File: config.mk
export PLATFORM = sky130hd
export DESIGN_NAME = ctrl_cfg_status
export DESIGN_NICKNAME = d
export VERILOG_FILES = /design/src/rtl/ccr_pkg.sv /design/src/rtl/ccr_validate.sv /design/src/rtl/ccr_seq.sv /design/src/rtl/ccr_readmux.sv /design/src/rtl/ctrl_cfg_status.sv
export SDC_FILE = /design/constraint.sdc
export NUM_CORES = 1
export LEC_CHECK = 0
export BUFFER_PORTS_ARGS = -buffer_cell sky130_fd_sc_hd__buf_2
export CORE_MARGIN = 5
export CORE_UTILIZATION = 40
export DETAILED_ROUTE_END_ITERATION = 8
export PLACE_DENSITY_LB_ADDON = 0.3
export SLEW_MARGIN = 15
export SYNTH_ARGS = -nofsm -noshare
export SYNTH_HDL_FRONTEND = slang
export SYNTH_SLANG_ARGS = --single-unit
File: constraint.sdc
create_clock -name clk -period 5.2 [get_ports clk]
set_clock_uncertainty 0.2 [all_clocks]
set_input_delay 1.04 -clock clk [delete_from_list [all_inputs] [get_ports clk]]
set_output_delay 1.04 -clock clk [all_outputs]
set_load 0.02 [all_outputs]
File: src/rtl/ccr_pkg.sv
package ccr_pkg;

    // Register byte offsets: host software decodes these, so they are fixed.
    localparam int unsigned OFF_CAP_LO = 32'h00;
    localparam int unsigned OFF_CAP_HI = 32'h04;
    localparam int unsigned OFF_VER    = 32'h08;
    localparam int unsigned OFF_MSET   = 32'h0C;
    localparam int unsigned OFF_MCLR   = 32'h10;
    localparam int unsigned OFF_CFG    = 32'h14;
    localparam int unsigned OFF_STAT   = 32'h1C;
    localparam int unsigned OFF_AQA    = 32'h24;
    localparam int unsigned OFF_ASQ_LO = 32'h28;
    localparam int unsigned OFF_ASQ_HI = 32'h2C;
    localparam int unsigned OFF_ACQ_LO = 32'h30;
    localparam int unsigned OFF_ACQ_HI = 32'h34;

    // Configuration field positions
    localparam int CFG_EN       = 0;
    localparam int CFG_MPS_LSB  = 7;
    localparam int CFG_SHN_LSB  = 14;
    localparam int CFG_SQES_LSB = 16;
    localparam int CFG_CQES_LSB = 20;

    // Status bit positions
    localparam int STAT_RDY   = 0;
    localparam int STAT_FAULT = 1;
    localparam int STAT_SHDN  = 3;

    typedef enum logic [1:0] {
        SEQ_OFF       = 2'd0,
        SEQ_RUN       = 2'd1,
        SEQ_FAULT     = 2'd2,
        SEQ_OFF_FAULT = 2'd3
    } seq_state_e;

    function automatic logic cfg_en(input logic [31:0] w);
        return w[CFG_EN];
    endfunction

    function automatic logic [1:0] cfg_shn(input logic [31:0] w);
        return w[CFG_SHN_LSB +: 2];
    endfunction

    function automatic logic [3:0] cfg_mps(input logic [31:0] w);
        return w[CFG_MPS_LSB +: 4];
    endfunction

    function automatic logic [3:0] cfg_sqes(input logic [31:0] w);
        return w[CFG_SQES_LSB +: 4];
    endfunction

    function automatic logic [3:0] cfg_cqes(input logic [31:0] w);
        return w[CFG_CQES_LSB +: 4];
    endfunction

endpackage

File: src/rtl/ccr_validate.sv
module ccr_validate
    import ccr_pkg::*;
#(
    parameter int MPS_MIN   = 0,
    parameter int MPS_MAX   = 4,
    parameter int SQES_REQ  = 6,
    parameter int CQES_REQ  = 4,
    parameter int PAGE_BASE = 12
) (
    input  logic [31:0] cfg_new,
    input  logic [31:0] aqa,
    input  logic [63:0] asq_base,
    input  logic [63:0] acq_base,
    output logic        ok
);

    logic [3:0]  mps;
    logic [63:0] page_mask;
    logic        bad_asq;
    logic        bad_acq;
    logic        bad_mps;
    logic        bad_sizes;
    logic        bad_aqa;

    always_comb begin
        mps       = cfg_mps(cfg_new);
        // Low (PAGE_BASE + MPS) bits set: any of them set in a base means misaligned.
        page_mask = (64'd1 << (PAGE_BASE + int'(mps))) - 64'd1;
        bad_asq   = (asq_base == 64'd0) || ((asq_base & page_mask) != 64'd0);
        bad_acq   = (acq_base == 64'd0) || ((acq_base & page_mask) != 64'd0);
        bad_mps   = (int'(mps) < MPS_MIN) || (int'(mps) > MPS_MAX);
        bad_sizes = (int'(cfg_sqes(cfg_new)) != SQES_REQ) ||
                    (int'(cfg_cqes(cfg_new)) != CQES_REQ);
        bad_aqa   = (aqa[11:0] == 12'd0) || (aqa[27:16] == 12'd0);
        ok        = !(bad_asq || bad_acq || bad_mps || bad_sizes || bad_aqa);
    end

endmodule

File: src/rtl/ccr_seq.sv
module ccr_seq
    import ccr_pkg::*;
(
    input  logic        clk,
    input  logic        rst_n,
    input  logic        cfg_wr,
    input  logic [31:0] wdata,
    input  logic        start_ok,
    output logic [31:0] cfg_q,
    output logic [31:0] status,
    output logic        queue_reset
);

    seq_state_e  state_q, state_d;
    logic [31:0] cfg_d;
    logic [31:0] held;
    logic        shst_q, shst_d;
    logic        clr;
    logic        new_en, old_en;

    // State register
    always_ff @(posedge clk) begin
        if (!rst_n) state_q <= SEQ_OFF;
        else        state_q <= state_d;
    end

    // Next-state and write decisions
    always_comb begin
        state_d = state_q;
        cfg_d   = cfg_q;
        shst_d  = shst_q;
        clr     = 1'b0;
        held    = cfg_q;
        new_en  = cfg_en(wdata);
        old_en  = cfg_en(cfg_q);
        if (cfg_wr) begin
            // Quiet store: enable and shutdown request idle in old and new value.
            if (!new_en && !old_en && cfg_shn(wdata) == 2'b00 && cfg_shn(cfg_q) == 2'b00)
                cfg_d = wdata;
            if (new_en && !old_en) begin
                // Enable rise: store, validate, overwrite status.
                cfg_d  = wdata;
                shst_d = 1'b0;
                unique case (state_q)
                    SEQ_OFF, SEQ_OFF_FAULT: state_d = start_ok ? SEQ_RUN : SEQ_FAULT;
                    default:                state_d = state_q;
                endcase
            end else begin
                if (!new_en && old_en) begin
                    // Enable fall: clear queues and configuration.
                    clr   = 1'b1;
                    held  = '0;
                    cfg_d = '0;
                    unique case (state_q)
                        SEQ_RUN:   state_d = SEQ_OFF;
                        SEQ_FAULT: state_d = SEQ_OFF_FAULT;
                        default:   state_d = state_q;
                    endcase
                end
                // Shutdown edges are judged against the value left after any disable.
                if (cfg_shn(wdata) != 2'b00 && cfg_shn(held) == 2'b00) begin
                    clr    = 1'b1;
                    cfg_d  = wdata;
                    shst_d = 1'b1;
                end else if (cfg_shn(wdata) == 2'b00 && cfg_shn(held) != 2'b00) begin
                    cfg_d  = wdata;
                    shst_d = 1'b0;
                end
            end
        end
    end

    // Output registers
    always_ff @(posedge clk) begin
        if (!rst_n) begin
            cfg_q       <= '0;
            shst_q      <= 1'b0;
            queue_reset <= 1'b0;
        end else begin
            cfg_q       <= cfg_d;
            shst_q      <= shst_d;
            queue_reset <= clr;
        end
    end

    always_comb begin
        status             = '0;
        status[STAT_RDY]   = (state_q == SEQ_RUN);
        status[STAT_FAULT] = (state_q == SEQ_FAULT) || (state_q == SEQ_OFF_FAULT);
        status[STAT_SHDN]  = shst_q;
    end

    // enabled states line up with the stored enable bit
    a_r5_state_tracks_enable: assert property (@(posedge clk) disable iff (!rst_n)
        cfg_q[CFG_EN] == (state_q == SEQ_RUN || state_q == SEQ_FAULT));

    // a failed start lands in the fault state
    a_r6_bad_start_faults: assert property (@(posedge clk) disable iff (!rst_n)
        (cfg_wr && cfg_en(wdata) && !cfg_en(cfg_q) && !start_ok) |=> (state_q == SEQ_FAULT));

    // a queue reset pulse always follows a configuration write
    a_r14_qreset_cause: assert property (@(posedge clk) disable iff (!rst_n)
        queue_reset |-> $past(cfg_wr));

    // shutdown-complete rises only after a write requesting shutdown
    a_r8_shdn_rise: assert property (@(posedge clk) disable iff (!rst_n)
        $rose(shst_q) |-> $past(cfg_wr && cfg_shn(wdata) != 2'b00));

endmodule

File: src/rtl/ccr_readmux.sv
module ccr_readmux
    import ccr_pkg::*;
#(
    parameter int          ADDR_W = 12,
    parameter logic [31:0] CAP_LO = 32'h0,
    parameter logic [31:0] CAP_HI = 32'h0,
    parameter logic [31:0] VER    = 32'h0
) (
    input  logic [ADDR_W-1:0] addr,
    input  logic [31:0]       cfg,
    input  logic [31:0]       status,
    input  logic [31:0]       mask,
    input  logic [31:0]       aqa,
    input  logic [63:0]       asq_base,
    input  logic [63:0]       acq_base,
    output logic [31:0]       word
);

    always_comb begin
        case (addr)
            ADDR_W'(OFF_CAP_LO): word = CAP_LO;
            ADDR_W'(OFF_CAP_HI): word = CAP_HI;
            ADDR_W'(OFF_VER):    word = VER;
            ADDR_W'(OFF_MSET):   word = mask;
            ADDR_W'(OFF_MCLR):   word = mask;
            ADDR_W'(OFF_CFG):    word = cfg;
            ADDR_W'(OFF_STAT):   word = status;
            ADDR_W'(OFF_AQA):    word = aqa;
            ADDR_W'(OFF_ASQ_LO): word = asq_base[31:0];
            ADDR_W'(OFF_ASQ_HI): word = asq_base[63:32];
            ADDR_W'(OFF_ACQ_LO): word = acq_base[31:0];
            ADDR_W'(OFF_ACQ_HI): word = acq_base[63:32];
            default:             word = '0;
        endcase
    end

endmodule

File: src/rtl/ctrl_cfg_status.sv
module ctrl_cfg_status
    import ccr_pkg::*;
#(
    parameter int          ADDR_W    = 12,
    parameter logic [15:0] MQES      = 16'h07FF,
    parameter logic [7:0]  TIMEOUT   = 8'h0F,
    parameter int          MPS_MIN   = 0,
    parameter int          MPS_MAX   = 4,
    parameter int          SQES_REQ  = 6,
    parameter int          CQES_REQ  = 4,
    parameter int          PAGE_BASE = 12,
    parameter logic [31:0] VERSION   = 32'h0001_0100
) (
    input  logic              clk,
    input  logic              rst_n,
    input  logic              wr_en,
    input  logic              rd_en,
    input  logic [ADDR_W-1:0] addr,
    input  logic [31:0]       wdata,
    output logic [31:0]       rdata,
    output logic              queue_reset
);

    // Capability words: contiguous-queue and arbitration bits set, command set 1.
    localparam logic [31:0] CAP_LO = {TIMEOUT, 5'b0, 2'b01, 1'b1, MQES};
    localparam logic [31:0] CAP_HI = {8'h00, 4'(MPS_MAX), 4'(MPS_MIN), 3'b0, 8'h01, 5'b0};

    logic [31:0] mask_q;
    logic [31:0] aqa_q;
    logic [63:0] asq_q;
    logic [63:0] acq_q;
    logic [31:0] cfg_q;
    logic [31:0] status;
    logic [31:0] rd_word;
    logic        start_ok;
    logic        set_wr, clr_wr, cfg_wr, aqa_wr;
    logic        asq_lo_wr, asq_hi_wr, acq_lo_wr, acq_hi_wr;

    always_comb begin
        set_wr    = wr_en && (addr == ADDR_W'(OFF_MSET));
        clr_wr    = wr_en && (addr == ADDR_W'(OFF_MCLR));
        cfg_wr    = wr_en && (addr == ADDR_W'(OFF_CFG));
        aqa_wr    = wr_en && (addr == ADDR_W'(OFF_AQA));
        asq_lo_wr = wr_en && (addr == ADDR_W'(OFF_ASQ_LO));
        asq_hi_wr = wr_en && (addr == ADDR_W'(OFF_ASQ_HI));
        acq_lo_wr = wr_en && (addr == ADDR_W'(OFF_ACQ_LO));
        acq_hi_wr = wr_en && (addr == ADDR_W'(OFF_ACQ_HI));
    end

    always_ff @(posedge clk) begin
        if (!rst_n) begin
            mask_q <= '0;
            aqa_q  <= '0;
            asq_q  <= '0;
            acq_q  <= '0;
            rdata  <= '0;
        end else begin
            if (set_wr)    mask_q <= mask_q | wdata;
            if (clr_wr)    mask_q <= mask_q & ~wdata;
            if (aqa_wr)    aqa_q  <= wdata;
            // Low-half write loads the whole base; high-half write merges in.
            if (asq_lo_wr) asq_q  <= {32'h0, wdata};
            if (asq_hi_wr) asq_q  <= asq_q | {wdata, 32'h0};
            if (acq_lo_wr) acq_q  <= {32'h0, wdata};
            if (acq_hi_wr) acq_q  <= acq_q | {wdata, 32'h0};
            if (rd_en)     rdata  <= rd_word;
        end
    end

    ccr_validate #(
        .MPS_MIN(MPS_MIN), .MPS_MAX(MPS_MAX), .SQES_REQ(SQES_REQ),
        .CQES_REQ(CQES_REQ), .PAGE_BASE(PAGE_BASE)
    ) u_validate (
        .cfg_new(wdata), .aqa(aqa_q), .asq_base(asq_q), .acq_base(acq_q), .ok(start_ok)
    );

    ccr_seq u_seq (
        .clk(clk), .rst_n(rst_n), .cfg_wr(cfg_wr), .wdata(wdata), .start_ok(start_ok),
        .cfg_q(cfg_q), .status(status), .queue_reset(queue_reset)
    );

    ccr_readmux #(
        .ADDR_W(ADDR_W), .CAP_LO(CAP_LO), .CAP_HI(CAP_HI), .VER(VERSION)
    ) u_readmux (
        .addr(addr), .cfg(cfg_q), .status(status), .mask(mask_q), .aqa(aqa_q),
        .asq_base(asq_q), .acq_base(acq_q), .word(rd_word)
    );

    // every bit written to the set offset is present afterwards
    a_r2_mask_set: assert property (@(posedge clk) disable iff (!rst_n)
        set_wr |=> ((mask_q & $past(wdata)) == $past(wdata)));

    // every bit written to the clear offset is gone afterwards
    a_r3_mask_clear: assert property (@(posedge clk) disable iff (!rst_n)
        clr_wr |=> ((mask_q & $past(wdata)) == 32'h0));

    // a low-half base write leaves the high half zero
    a_r11_asq_low_zeroes_high: assert property (@(posedge clk) disable iff (!rst_n)
        asq_lo_wr |=> (asq_q[63:32] == 32'h0));

    // read data holds when no read is issued
    a_r13_rdata_hold: assert property (@(posedge clk) disable iff (!rst_n)
        !rd_en |=> $stable(rdata));

endmodule

# --- Yosys cells after proc, flatten, opt, wreduce, memory -nomap -nowiden ---
# Cells that the tools add are included.
totals:
  reg_bits: 260
  input_bits: 48
  out_inout_bits: 33
  wordCells: 116
classes:
  n_addsub: 2
  n_lt_le_gt_ge: 1
  n_eq_ne: 17
  shifts: 1
  n_mux: 25
  bitwise: 9
  reduce_logical: 52
op_table:
  columns: ["op", "n"]
  rows:
  - ["$pmux W32 S11", 1]
  - ["$mux W64", 4]
  - ["$mux W32", 7]
  - ["$and A64 B64 Y64", 2]
  - ["$logic_not A64 Y1", 2]
  - ["$or A64 B64 Y64", 2]
  - ["$reduce_bool A64 Y1", 2]
  - ["$shl A1 B32 Y64 const A", 1]
  - ["$sub A64 B1 Y64 const B", 1]
  - ["$eq A12 B6 Y1 const B", 5]
  - ["$mux W16", 3]
  - ["$eq A12 B5 Y1 const B", 3]
  - ["$logic_not A12 Y1", 3]
  - ["$and A32 B32 Y32", 1]
  - ["$not A32 Y32", 1]
  - ["$or A32 B32 Y32", 1]
  - ["$eq A12 B4 Y1 const B", 2]
  - ["$logic_and A1 B1 Y1", 15]
  - ["$eq A12 B3 Y1 const B", 1]
  - ["$reduce_bool A2 Y1", 6]
  - ["$logic_or A1 B1 Y1", 9]
  - ["$logic_not A2 Y1", 4]
  - ["$mux W2", 4]
  - ["$ne A4 B4 Y1 const B", 2]
  - ["other kinds (15)", 25]

# --- Logic depth before layout (Yosys ltp) ---
depth:
  ltp_word: 13
  mapped_depth: 15
  depth_no_buf: 12

# --- By module ---
# Synthesis repeated with hierarchy kept, for this count alone.
hier_totals:
  cells_unflattened: 1706
  area_unflattened_um2: 14410.1
modules_own_cells:
  columns: ["mod", "n_inst", "cells_per_inst", "area_per_inst_um2", "seq_area_each_um2"]
  rows:
  - ["ctrl_cfg_status", 1, 970, 9043.7, 4484.3]
  - ["ccr_readmux", 1, 282, 2011.9, 0.0]
  - ["ccr_seq", 1, 208, 1869.3, 720.7]
  - ["ccr_validate", 1, 246, 1485.2, 0.0]

# --- Least setup slack after synthesis ---
# Ideal clock, no wire load.
synth_path:
  path_kind: "input-to-reg"
  from: "input port wdata[9]"
  to: "register u_seq.state_q[1]"
  setup_ns: 0.134
  arrival_ns: 4.098
  t_required_ns: 4.866
  slack_ns: 0.768
  path_stages: 15
  path_buffers: 3
  path_cell_list: "clkbuf_1 -> clkbuf_1 -> inv_1 -> ha_1 -> and3_1 -> nand3_1 -> ha_1 -> and2_1 -> clkbuf_1 -> o21ai_0 -> a211oi_1 -> a2111oi_0 -> nand4b_1 -> nor4_1 -> o22ai_1"
synth_between:
  elab_chain_cells: 13
  word_cells_on_any_way: 17
  classes_between: "add/sub (2); order compare (1); shift (1); mux (3); bitwise (2); reduce/logical (8)"
synth_lines:
  columns: ["element", "line_no", "rtl"]
  rows:
  - ["from (decl)", "ctrl_cfg_status.sv:19", "input logic [31:0] wdata,"]
  - ["$add A4 B4 Y5", "ccr_validate.sv:28", "page_mask = (64'd1 << (PAGE_BASE + int'(mps))) - 64'd1;"]
  - ["$shl A1 B32 Y64", "ccr_validate.sv:28", null]
  - ["$sub A64 B1 Y64", "ccr_validate.sv:28", null]
  - ["$and A64 B64 Y64 (on tied branches)", "ccr_validate.sv:29, ccr_validate.sv:30", null]
  - ["$reduce_bool A64 Y1 (on tied branches)", "ccr_validate.sv:29, ccr_validate.sv:30", null]
  - ["$logic_or A1 B1 Y1 (on tied branches)", "ccr_validate.sv:29, ccr_validate.sv:30", null]
  - ["$logic_or A1 B1 Y1", "ccr_validate.sv:35", "ok = !(bad_asq || bad_acq || bad_mps || bad_sizes || bad_aqa);"]
  - ["$logic_or A1 B1 Y1 * (3 in a row)", "ccr_validate.sv:35", null]
  - ["$mux W2 *", "ccr_seq.sv:45", "SEQ_OFF, SEQ_OFF_FAULT: state_d = start_ok ? SEQ_RUN : SEQ_FAULT;"]
  - ["$mux W2 *", "ccr_seq.sv:44", "unique case (state_q)"]
  - ["$mux W2 *", "ccr_seq.sv:40", "if (new_en && !old_en) begin"]
  - ["to (signal assigned)", "ccr_seq.sv:24", "else state_q <= state_d;"]
  - ["to (decl)", "ccr_seq.sv:14", "seq_state_e state_q, state_d;"]
# Mark *: on every way between the ends. The rest lies on a longest branch, timed or not. The select of a mux whose other input is x is not followed.
# A chain may end at the register's enable or synchronous reset.

# --- Worst setup path after layout ---
# Ends and elaborated chain as after synthesis.

==> reports/qor.yml <==
job:
  maxCapViolations: 0
pwr:
  seq_power_share: 0.468
  power_density_nw_per_um2: 306
  p_int_mw: 3.23
  vdd_drop_max_uv: 208
  power.share.switching: 0.240
  power.switching_mw: 1.02
  power_frac_comb: 0.049
  leakagePower_nw: 5.05
  p_clk_frac: 0.482
sta:
  final.min_clock_period_ns: 4.24
  whs_ns: 0.252
  hold_viol_final: 0
  tns_ns: 0
  maxSlewHeadroom: 0.282
  slew_viol_final: 0
  rsz0062_at_grt: "false"
  worst_slew_pin_slew_ns: 1.05
  finalSetupViolCount: 0
  timing.fmax_mhz: 236
  post-route-period-util: 0.814
critical_path:
  startpoint_type: "input port"
  worst_path_most_repeated_cell: "ha_1"
  worstPathArrival_ns: 4.45
  r2r_slack_ns: 2.41
  critical_path_class: "input port to flip-flop"
  r2r_cells: 6
  cp.depth: 14
  crit_family: "simple AND/OR/NAND/NOR gates"
  cpMaxStageDelayCell: "nor4_1"
  crit_buf_inv: 3
  critPathCaptureType: "flip-flop"
  cp_slowest_stage_delay_ns: 0.45
  crit_chain: "buf_2 > inv_1 > ha_1 > and3_1 > nand3_1 > ha_1 > buf_4 > nor3b_1 > mux2_2 > a32o_1 > o21ai_0 > nand4_1 > nor4_1 > o22ai_1"
  crit_path_max_fanout: 12
  critical_path_required_ns: 5.41
global_route:
  grt_pass1_vias: 11691
  antenna_found_initial: 0
  grt_max_degree: 71
  grt_pass1_wl_um: 73500
  grt_util_all_layers: 0.276
  grt.overflow.total: 0
routing:
  routed_wl_um: 48700
  ant_nets: 0
  wl_met3_um: 4920
  wl_met1_um: 20400
  vias: 12261
  drt-initial-drc-count: 1518
  routed-wl-met2_um: 21300
  top_layer_used: "met4"
  drc: 0
  wl_per_cell_um: 24.7
  via_per_inst: 6.22
  dr.pass1.iters: 7
die:
  start_util: 0.405
  die_x_um: 186
  ios: 81
  rows: 64
  die_area_um2: 34600
  fp.dieH_um: 186
  coreArea_um2: 30600
synthesis:
  ys_ff_latch: 260
  avgSynthCellArea_um2: 7.96
  syn_nets: 1622
  ys_async_sr_fraction: 0
  synth.distinct_cells: 72
  yosys.area.top_type_share: 0.420
  ys_seq_area_frac: 0.420
  synth_edf_count: 0
  yosys_warnings: 0
  synth-main-ff-cell: "dfxtp_1"
  synth_top_area_cell: "dfxtp_1"
  netlist_area_um2: 12400
  synthTopCellsByArea: "dfxtp_1 (42%), nand2_1 (10%), a21boi_1 (5.5%)"
  postSynthCellCount: 1556
cts:
  cts-resized-gates: 0
  cts_max_path_buffers: 3
  post_cts_buffers: 0
  cts_made_buffers: 29
  cts.htree.levels: 1
  cts_tree: "built"
  clock_latency_ns: 0.56
  cts_hold_buf: 0
  clock-sinks: 260
  cts_root_buf: "clkbuf_16"
  clkTransAtPathRegs_ns: 0.06
final_layout:
  postLayoutCoreUtil: 0.454
  areaGrowthSynthToFinish_pct: 12.2
  n_fill_cell: 3043
  ff_latch_area_um2: 5200
  drive_gt1_frac: 0.121
  finalNetCount: 1621
  multi_input_area_um2: 6470
  diodes: 0
place:
  io_buffers: 80
  dp_hpwl_um: 32600
  gp_congestion: 1.02
min_path:
  hold_path_depth: 2
  holdCritPathClass: "flip-flop to flip-flop"
outcome:
  outcome: "completed"
synth_stat cells, types with 8 or more instances:
library cell / n
and2_1: 9
a222oi_1: 8
clkbuf_1: 84
nand4_1: 14
a31oi_1: 11
nor4_1: 44
a21boi_1: 91
dfxtp_1: 260
a22oi_1: 42
a21oi_1: 107
inv_1: 18
buf_2: 43
a21boi_0: 37
nand2_1: 332
a22o_1: 24
nor2b_1: 17
buf_1: 9
o21ai_0: 34
a221oi_1: 27
a221o_1: 21
nand3_1: 56
buf_4: 11
ha_1: 18
nor3_1: 11
nor2_1: 127
final cells by class:
type	count	share of cell area
Sequential cell	260	0.375
Timing Repair Buffer	118	0.0522
Tap cell	396	0.0357
Clock inverter	16	0.0101
Inverter	19	0.00513
Multi-Input combinational cell	1127	0.465
Clock buffer	36	0.0570
worst min-delay path: stages, from the launching register on:
cell and delay [ns]:
dfxtp_1 0.31, nand2_1 0.05, a21boi_1 0.05
power groups by stage:
stage	clock network [mW]	registers, mW	logic, mW
global placement	0	2.04	0.204
floorplan	0	2.04	0.133
CTS	2.06	1.99	0.205
detailed placement	0	2.04	0.204
finish	2.05	1.99	0.210
global route	2.15	1.99	0.224
path summary, 6_finish.rpt:
kind | start | to
setup / recovery | wdata[9] | u_seq.state_q[1]
hold / removal | u_seq.cfg_q[8] | u_seq.cfg_q[8]
setup reg to reg | u_seq.cfg_q[14] | u_seq.cfg_q[21]
hold reg to reg | u_seq.cfg_q[8] | u_seq.cfg_q[8]
placed cells by master, fill, tap and decap left out, types with 14 or more instances in the layout:
master     Yosys  final
a21boi_0      37     37
a21boi_1      91     91
a21oi_1      107    107
a221o_1       21     21
a221oi_1      27     27
a22o_1        24     24
a22oi_1       42     42
buf_2         43     79
buf_4         11     36
clkbuf_16      0     29
dfxtp_1      260    260
ha_1          18     18
inv_1         18     18
nand2_1      332    332
nand3_1       56     56
nand4_1       14     14
nor2_1       127    125
nor2b_1       17     16
nor4_1        44     44
o21ai_0       34     34
per-stage QoR:
| stage | cell area, um^2 | worst slack, ns | instances | total power, mW |
|---|---|---|---|---|
| after floorplan | 12400 | 0.768 | 1556 | 2.17 |
| after global placement | 13000 | 0.553 | 1920 | 2.24 |
| after detailed placement | 13000 | 0.430 | 1920 | 2.24 |
| after CTS | 13900 | 1.02 | 1972 | 4.26 |
| after global routing | 13900 | 0.687 | 1972 | 4.36 |
| final | 13900 | 0.965 | 1972 | 4.25 |
metal layers:
metal,global-route usage,vias up
met2,0.418,654
li1,-,5515
met1,0.386,5972
met5,0,-
met4,0.101,0
met3,0.0600,120
cells by family after synthesis:
group                      count (synthesis)  synth area share
and+or+nand+nor                          654             0.239
AOI/OAI and AO/OA                        449             0.257
DFF                                      260             0.420
buffers and inverters                    169            0.0607
adders and majority gates                 19            0.0190
xor gates and xnor gates                   4           0.00283
muxes                                      1          0.000909
No activity file was read; power rests on OpenSTA's default activity.
